===== src/rtl/pit_pkg.sv =====
`timescale 1ns/1ps
package pit_pkg;

    // Control word bit positions (software-visible, decoded by the register file)
    localparam int CB_EN    = 0;
    localparam int CB_RLD   = 1;
    localparam int CB_FLAG  = 2;
    localparam int CB_IEN   = 3;
    localparam int CB_OVW   = 4;
    localparam int CB_DBG   = 5;
    localparam int CB_DOZE  = 6;
    localparam int CB_PRE_L = 8;
    localparam int PRE_W    = 4;
    localparam int CB_PRE_H = CB_PRE_L + PRE_W - 1;

    // Prescaler width: largest ratio is 2 * 2^(2^PRE_W - 1)
    localparam int PS_W = 1 << PRE_W;

    // Register byte offsets
    localparam int OFF_CTRL = 0;
    localparam int OFF_MOD  = 2;
    localparam int OFF_CNT  = 4;

    typedef enum logic [0:0] {
        ST_HALT = 1'b0,
        ST_RUN  = 1'b1
    } run_state_e;

    typedef struct packed {
        logic [PRE_W-1:0] pre;
        logic             doze;
        logic             dbg;
        logic             ovw;
        logic             ien;
        logic             flag;
        logic             rld;
        logic             en;
    } ctrl_t;

endpackage


===== src/rtl/pit_prescale.sv =====
`timescale 1ns/1ps
module pit_prescale
    import pit_pkg::*;
#(
    parameter int SEL_W = PRE_W,
    parameter int CNT_W = 1 << SEL_W
) (
    input  logic             clk,
    input  logic             rst_n,
    input  logic             run,
    input  logic             restart,
    input  logic [SEL_W-1:0] sel,
    output logic             tick
);

    localparam int SH_W = SEL_W + 1;

    logic [CNT_W-1:0] phase_q;
    logic [CNT_W-1:0] last_phase;
    logic [SH_W-1:0]  shift_amt;

    // Ratio is 2^(sel+1); the last phase value is that minus one.
    always_comb begin
        shift_amt  = {1'b0, sel} + SH_W'(1);
        last_phase = ~({CNT_W{1'b1}} << shift_amt);
    end

    assign tick = run && !restart && (phase_q == last_phase);

    always_ff @(posedge clk or negedge rst_n) begin
        if (!rst_n) begin
            phase_q <= '0;
        end else if (!run || restart || tick) begin
            phase_q <= '0;
        end else begin
            phase_q <= phase_q + CNT_W'(1);
        end
    end

    // a tick always begins a fresh prescale period
    a_r3_tick_wraps_phase: assert property (@(posedge clk) disable iff (!rst_n)
        tick |=> (phase_q == '0));

    // a re-arm starts the prescaler from phase zero
    a_r9_restart_zeroes: assert property (@(posedge clk) disable iff (!rst_n)
        restart |=> (phase_q == '0));

endmodule


===== src/rtl/pit_core.sv =====
`timescale 1ns/1ps
module pit_core
    import pit_pkg::*;
#(
    parameter int CNT_W = 16
) (
    input  logic             clk,
    input  logic             rst_n,
    input  logic             arm,
    input  logic             arm_en,
    input  logic [CNT_W-1:0] arm_val,
    input  logic             ld,
    input  logic [CNT_W-1:0] ld_val,
    input  logic             tick,
    input  logic [CNT_W-1:0] reload_val,
    output logic [CNT_W-1:0] count,
    output logic             expire,
    output logic             running
);

    run_state_e       state_q, state_d;
    logic [CNT_W-1:0] count_q, count_d;
    logic             at_zero;

    // State register
    always_ff @(posedge clk or negedge rst_n) begin
        if (!rst_n) begin
            state_q <= ST_HALT;
        end else begin
            state_q <= state_d;
        end
    end

    // Next-state logic: only a re-arming control write moves the state
    always_comb begin
        state_d = state_q;
        unique case (state_q)
            ST_HALT: if (arm && arm_en)  state_d = ST_RUN;
            ST_RUN:  if (arm && !arm_en) state_d = ST_HALT;
            default: state_d = ST_HALT;
        endcase
    end

    // Outputs and count datapath
    always_comb begin
        running = (state_q == ST_RUN);
        at_zero = (count_q == '0);
        expire  = tick && at_zero && !arm && !ld;
        count_d = count_q;
        if (arm) begin
            count_d = arm_val;
        end else if (ld) begin
            count_d = ld_val;
        end else if (tick) begin
            count_d = at_zero ? reload_val : (count_q - CNT_W'(1));
        end
    end

    always_ff @(posedge clk or negedge rst_n) begin
        if (!rst_n) begin
            count_q <= '1;
        end else begin
            count_q <= count_d;
        end
    end

    assign count = count_q;

    // the prescaler only ticks a running counter
    a_r3_tick_only_running: assert property (@(posedge clk) disable iff (!rst_n)
        tick |-> (state_q == ST_RUN));

    // without a tick, re-arm or overwrite the count cannot move
    a_r12_count_stable: assert property (@(posedge clk) disable iff (!rst_n)
        (!tick && !arm && !ld) |=> $stable(count_q));

    // an expiry leaves the count at the reload value
    a_r4_reload_on_expire: assert property (@(posedge clk) disable iff (!rst_n)
        expire |=> (count_q == $past(reload_val)));

endmodule


===== src/rtl/pit_regs.sv =====
`timescale 1ns/1ps
module pit_regs
    import pit_pkg::*;
#(
    parameter int DATA_W = 16,
    parameter int ADDR_W = 3
) (
    input  logic              clk,
    input  logic              rst_n,
    input  logic              wr,
    input  logic              rd,
    input  logic [ADDR_W-1:0] addr,
    input  logic [DATA_W-1:0] wdata,
    input  logic [DATA_W-1:0] count,
    input  logic              expire,
    output logic [DATA_W-1:0] rdata,
    output ctrl_t             ctrl,
    output logic              arm,
    output logic              arm_en,
    output logic [DATA_W-1:0] arm_val,
    output logic              ld,
    output logic [DATA_W-1:0] ld_val,
    output logic [DATA_W-1:0] reload_val
);

    ctrl_t            ctrl_q;
    ctrl_t            wr_view;
    logic [DATA_W-1:0] mod_q;
    logic             wr_ctrl, wr_mod;
    logic             flag_clr;
    logic             cfg_change;

    always_comb begin
        wr_ctrl = wr && (addr == ADDR_W'(OFF_CTRL));
        wr_mod  = wr && (addr == ADDR_W'(OFF_MOD));

        wr_view      = '0;
        wr_view.en   = wdata[CB_EN];
        wr_view.rld  = wdata[CB_RLD];
        wr_view.flag = wdata[CB_FLAG];
        wr_view.ien  = wdata[CB_IEN];
        wr_view.ovw  = wdata[CB_OVW];
        wr_view.dbg  = wdata[CB_DBG];
        wr_view.doze = wdata[CB_DOZE];
        wr_view.pre  = wdata[CB_PRE_H:CB_PRE_L];

        // Anything besides the interrupt bits differing forces a re-arm
        cfg_change = (wr_view.en   != ctrl_q.en)   ||
                     (wr_view.rld  != ctrl_q.rld)  ||
                     (wr_view.ovw  != ctrl_q.ovw)  ||
                     (wr_view.dbg  != ctrl_q.dbg)  ||
                     (wr_view.doze != ctrl_q.doze) ||
                     (wr_view.pre  != ctrl_q.pre);

        flag_clr = (wr_ctrl && wr_view.flag) || wr_mod;

        arm        = wr_ctrl && cfg_change;
        arm_en     = wr_view.en;
        arm_val    = wr_view.rld ? mod_q : '1;
        ld         = wr_mod && ctrl_q.ovw;
        ld_val     = wdata;
        reload_val = ctrl_q.rld ? mod_q : '1;
    end

    always_ff @(posedge clk or negedge rst_n) begin
        if (!rst_n) begin
            ctrl_q <= '0;
            mod_q  <= '1;
        end else begin
            if (wr_ctrl) begin
                ctrl_q.en   <= wr_view.en;
                ctrl_q.rld  <= wr_view.rld;
                ctrl_q.ien  <= wr_view.ien;
                ctrl_q.ovw  <= wr_view.ovw;
                ctrl_q.dbg  <= wr_view.dbg;
                ctrl_q.doze <= wr_view.doze;
                ctrl_q.pre  <= wr_view.pre;
            end
            if (wr_mod) begin
                mod_q <= wdata;
            end
            if (expire) begin
                ctrl_q.flag <= 1'b1;
            end else if (flag_clr) begin
                ctrl_q.flag <= 1'b0;
            end
        end
    end

    // Read mux
    always_comb begin
        rdata = '0;
        if (rd) begin
            case (addr)
                ADDR_W'(OFF_CTRL): begin
                    rdata[CB_EN]             = ctrl_q.en;
                    rdata[CB_RLD]            = ctrl_q.rld;
                    rdata[CB_FLAG]           = ctrl_q.flag;
                    rdata[CB_IEN]            = ctrl_q.ien;
                    rdata[CB_OVW]            = ctrl_q.ovw;
                    rdata[CB_DBG]            = ctrl_q.dbg;
                    rdata[CB_DOZE]           = ctrl_q.doze;
                    rdata[CB_PRE_H:CB_PRE_L] = ctrl_q.pre;
                end
                ADDR_W'(OFF_MOD): rdata = mod_q;
                ADDR_W'(OFF_CNT): rdata = count;
                default:          rdata = '0;
            endcase
        end
    end

    assign ctrl = ctrl_q;

    // an expiry always leaves the flag set
    a_r4_expire_sets_flag: assert property (@(posedge clk) disable iff (!rst_n)
        expire |=> ctrl_q.flag);

    // the flag only rises because of an expiry
    a_r7_no_software_set: assert property (@(posedge clk) disable iff (!rst_n)
        $rose(ctrl_q.flag) |-> $past(expire));

    // a modulus write clears the flag unless an expiry coincides
    a_r10_mod_clears_flag: assert property (@(posedge clk) disable iff (!rst_n)
        (wr_mod && !expire) |=> !ctrl_q.flag);

    // a write to the count offset leaves the modulus alone
    a_r12_cnt_write_inert: assert property (@(posedge clk) disable iff (!rst_n)
        (wr && addr == ADDR_W'(OFF_CNT)) |=> $stable(mod_q));

endmodule


===== src/rtl/pit_timer.sv =====
`timescale 1ns/1ps
module pit_timer
    import pit_pkg::*;
#(
    parameter int DATA_W = 16,
    parameter int ADDR_W = 3
) (
    input  logic              clk,
    input  logic              rst_n,
    input  logic              bus_wr,
    input  logic              bus_rd,
    input  logic [ADDR_W-1:0] bus_addr,
    input  logic [DATA_W-1:0] bus_wdata,
    output logic [DATA_W-1:0] bus_rdata,
    output logic              irq
);

    ctrl_t             ctrl;
    logic              arm, arm_en, ld, tick, expire, running;
    logic [DATA_W-1:0] arm_val, ld_val, reload_val, count;

    pit_regs #(
        .DATA_W (DATA_W),
        .ADDR_W (ADDR_W)
    ) u_regs (
        .clk        (clk),
        .rst_n      (rst_n),
        .wr         (bus_wr),
        .rd         (bus_rd),
        .addr       (bus_addr),
        .wdata      (bus_wdata),
        .count      (count),
        .expire     (expire),
        .rdata      (bus_rdata),
        .ctrl       (ctrl),
        .arm        (arm),
        .arm_en     (arm_en),
        .arm_val    (arm_val),
        .ld         (ld),
        .ld_val     (ld_val),
        .reload_val (reload_val)
    );

    pit_prescale #(
        .SEL_W (PRE_W),
        .CNT_W (PS_W)
    ) u_prescale (
        .clk     (clk),
        .rst_n   (rst_n),
        .run     (running),
        .restart (arm || ld),
        .sel     (ctrl.pre),
        .tick    (tick)
    );

    pit_core #(
        .CNT_W (DATA_W)
    ) u_core (
        .clk        (clk),
        .rst_n      (rst_n),
        .arm        (arm),
        .arm_en     (arm_en),
        .arm_val    (arm_val),
        .ld         (ld),
        .ld_val     (ld_val),
        .tick       (tick),
        .reload_val (reload_val),
        .count      (count),
        .expire     (expire),
        .running    (running)
    );

    assign irq = ctrl.ien && ctrl.flag;

    // the run state follows the enable bit
    a_r13_run_matches_enable: assert property (@(posedge clk) disable iff (!rst_n)
        running == ctrl.en);

endmodule


===== config.mk =====
export PLATFORM = sky130hd
export DESIGN_NAME = pit_timer
export DESIGN_NICKNAME = d
export VERILOG_FILES = /design/src/rtl/pit_pkg.sv /design/src/rtl/pit_prescale.sv /design/src/rtl/pit_core.sv /design/src/rtl/pit_regs.sv /design/src/rtl/pit_timer.sv
export SDC_FILE = /design/constraint.sdc
export NUM_CORES = 1
export LEC_CHECK = 0
export ABC_AREA = 1
export ABC_CLOCK_PERIOD_IN_PS = 2400
export CAP_MARGIN = 40
export CORE_MARGIN = 4
export CORE_UTILIZATION = 53
export CTS_CLUSTER_DIAMETER = 100
export DETAILED_ROUTE_END_ITERATION = 16
export PLACE_DENSITY = 0.8
export REMOVE_ABC_BUFFERS = 1
export SKIP_CTS_REPAIR_TIMING = 1
export SYNTH_ARGS = -nofsm -noshare
export SYNTH_HDL_FRONTEND = slang
export SYNTH_SLANG_ARGS = --single-unit

===== constraint.sdc =====
create_clock -name clk -period 2.4 [get_ports clk]
set_clock_uncertainty 0.15 [all_clocks]
set_input_delay 0.24 -clock clk [delete_from_list [all_inputs] [get_ports clk]]
set_output_delay 0.24 -clock clk [all_outputs]
set_load 0.02 [all_outputs]

==> flow_metrics.py <==
metrics = {
    "setup_path": {
        "cp.required_ns": 2.54,
        "arrival_ns": 2.56,
        "cp_max_fo": 8,
        "endpoint": "u_core.count[5]",
        "r2r_end": "u_core.count[5]",
        "crit_path_start": "u_regs.ctrl[8]",
        "crit_type": "flip-flop to flip-flop",
        "start_kind": "flip-flop",
        "r2r_slack_ns": -0.03,
        "critPathCaptureType": "flip-flop",
        "r2r_start": "u_regs.ctrl[8]",
        "reg2reg_depth": 16,
    },
    "min_path": {
        "hold_depth": 3,
        "hp-class": "input pin to flip-flop",
    },
    "floorplanning": {
        "start_util_pct": 54.5,
        "chipWidth_um": 99.7,
        "rows": 33,
        "core_um2": 8180,
        "design.die.area_um2": 9940,
        "num_io_pins": 40,
        "fp.dieH_um": 99.7,
    },
    "cells_and_area": {
        "mostFrequentLayoutCells": "nand2_1, inv_1, nor2_1, o21ai_0, a21oi_1",
        "seqCellArea_um2": 1550,
        "fillers": 682,
        "multi_input_area_um2": 2730,
        "final_common_cell": "nand2_1",
        "syn_to_final_growth_pct": 30.1,
        "utilization_pct": 70.9,
        "diodes": 0,
        "drive_gt1_share_pct": 21.9,
        "finalNetCount": 804,
    },
    "synth": {
        "synth_warnings": 0,
        "yosysSeqAreaShare_pct": 34.6,
        "yosys.cell_types.count": 34,
        "synth_flop_cell": "dfstp_2",
        "synthCells": 697,
        "synth_area_per_cell_um2": 6.39,
        "synth-edff-count": 0,
        "synth_seq_cells": 60,
        "async_flop_share_pct": 100,
        "syn_area_um2": 4450,
    },
    "pwr": {
        "power_density_nw_per_um2": 815,
        "p_leak_nw": 3.02,
        "irDropWorstVdd_uv": 492,
    },
    "clock_network": {
        "clkSinkCount": 60,
        "insertion_delay_ns": 0.35,
        "cts_made_buffers": 9,
        "root_buffer": "clkbuf_8",
        "htreeDepth": 3,
        "clk_pin_slew_ns": 0.07,
        "clock_path_buffers": 2,
        "cts_tree": "done",
    },
    "detailed_routing": {
        "via_per_inst": 5.72,
        "wl_per_cell_um": 16.0,
        "drt_iter0_drc": 504,
        "vias": 5064,
        "routed_wl_um": 14200,
        "detail_route.first_pass.iterations": 5,
        "drtAntennaViolNets": 0,
        "drc_errors": 0,
    },
    "sta": {
        "finalCritPeriodShare_pct": 101,
        "max_freq_ghz": 0.412,
        "finalSetupViolations": 12,
        "period_needed_ns": 2.43,
        "relSlewSlack_pct": 53.5,
        "worst_hold_slack_ns": 0.299,
        "hold_viol_final": 0,
        "worst_pin_slew_ns": 0.698,
        "slew_violations": 0,
        "worst_slack_ns": -0.0279,
        "rsz0062_at_grt": "yes",
    },
    "placed_design": {
        "gp_congestion": 1.04,
        "port_buffers": 39,
        "dp_hpwl_um": 9550,
    },
    "global_routing": {
        "first_global_vias": 4737,
        "antenna_found_initial": 0,
        "track_usage_pct": 27.6,
        "gr-total-overflow": 0,
        "grt_max_degree": 34,
        "grt_pass1_wl_um": 22400,
    },
    "run": {
        "maxCapViolations": 0,
    },
    "outcome": {
        "outcome": "complete, but fails checks",
        "violations": "negative setup slack",
    },
}
## kinds of logic after synthesis
family	after synthesis	share of synthesized area, %
flops	60	34.6
buf+inv	114	10.4
compound gates	108	13.0
fa+ha+maj	6	1.69
simple gates	395	37.6
xor+xnor	14	2.75
## final cells by class
cell class	instances	area share, %
clock buffers	11	2.61
clock inverters	5	0.863
inverters	96	6.45
multi-input cells	525	47.1
flip-flops and latches	60	26.7
well taps	105	2.27
repair buffers	82	13.9
repair inverters	1	0.108
## where the power goes
part	internal, W	switching [W]	total (W)
Sequential	0.00138	0.000316	0.00169
Combinational	0.000807	0.00127	0.00208
Clock	0.000529	0.000425	0.000954
## cell usage after synthesis (6+ instances only)
library cell | number | area (um2)
nand3_1 | 49 | 245
a21oi_1 | 37 | 185
nand2_1 | 225 | 845
nor3_1 | 15 | 75.1
o22ai_1 | 6 | 37.5
nor2_1 | 76 | 285
ha_1 | 6 | 75.1
xor2_1 | 10 | 87.6
inv_1 | 88 | 330
nand4_1 | 9 | 56.3
o21ai_0 | 53 | 265
clkbuf_1 | 9 | 33.8
dfrtp_1 | 28 | 701
dfstp_2 | 32 | 841
## worst max-delay path, cell delays in order, from the launching register on
cell	delay, ns
dfrtp_2	0.45
ha_4	0.20
inv_2	0.07
nand2_1	0.09
nand2_4	0.12
nand2_1	0.08
nand2_2	0.09
nand2_1	0.06
nand2_1	0.06
nand2_1	0.05
nor2_1	0.10
nand2_1	0.10
nor2_4	0.18
nand3_4	0.21
clkbuf_16	0.24
nand3_2	0.06
nand2_1	0.05
## how the worst min path moves through the flow
stage	from	to	slack [ns]
floorplan	rst_n	asynchronous set/reset pin	-0.21
global placement	rst_n	u_regs.ctrl[8]	0.16
detailed placement	rst_n	u_regs.ctrl[8]	0.17
CTS	rst_n	u_regs.ctrl[8]	-0.20
global route	bus_wdata[7]	u_regs.mod_q[7]	0.32
finish	bus_wdata[7]	u_regs.mod_q[7]	0.30
## state kept, by name (all words and copies together), names as in the netlist, named ones only
name	flops
u_regs.ctrl	11
u_regs.mod_q	16
u_prescale.phase_q	16
u_core.count	16
## through the flow
step,setup TNS [ns],instances,area [um2],total power (W),setup WS [ns]
2_1_floorplan,-2.99,679,4350,0.00291,-0.195
3_3_place_gp,-0.254,858,5140,0.00341,-0.0531
3_5_place_dp,-0.622,858,5140,0.00345,-0.0787
4_1_cts,-0.854,874,5350,0.00442,-0.0982
5_1_grt,-3.19,885,5800,0.00508,-0.146
6_report,-0.168,885,5800,0.00473,-0.0279
## per-layer routing
layer  vias to the layer above  track usage [%]  wire length [um]
li1                       2385                -                 -
met4                         0             11.6               473
met3                        60             4.21              1120
met5                         -                0                 0
met1                      2335             35.8              5640
met2                       284             46.0              6960
(Power assumes the default switching activity.)
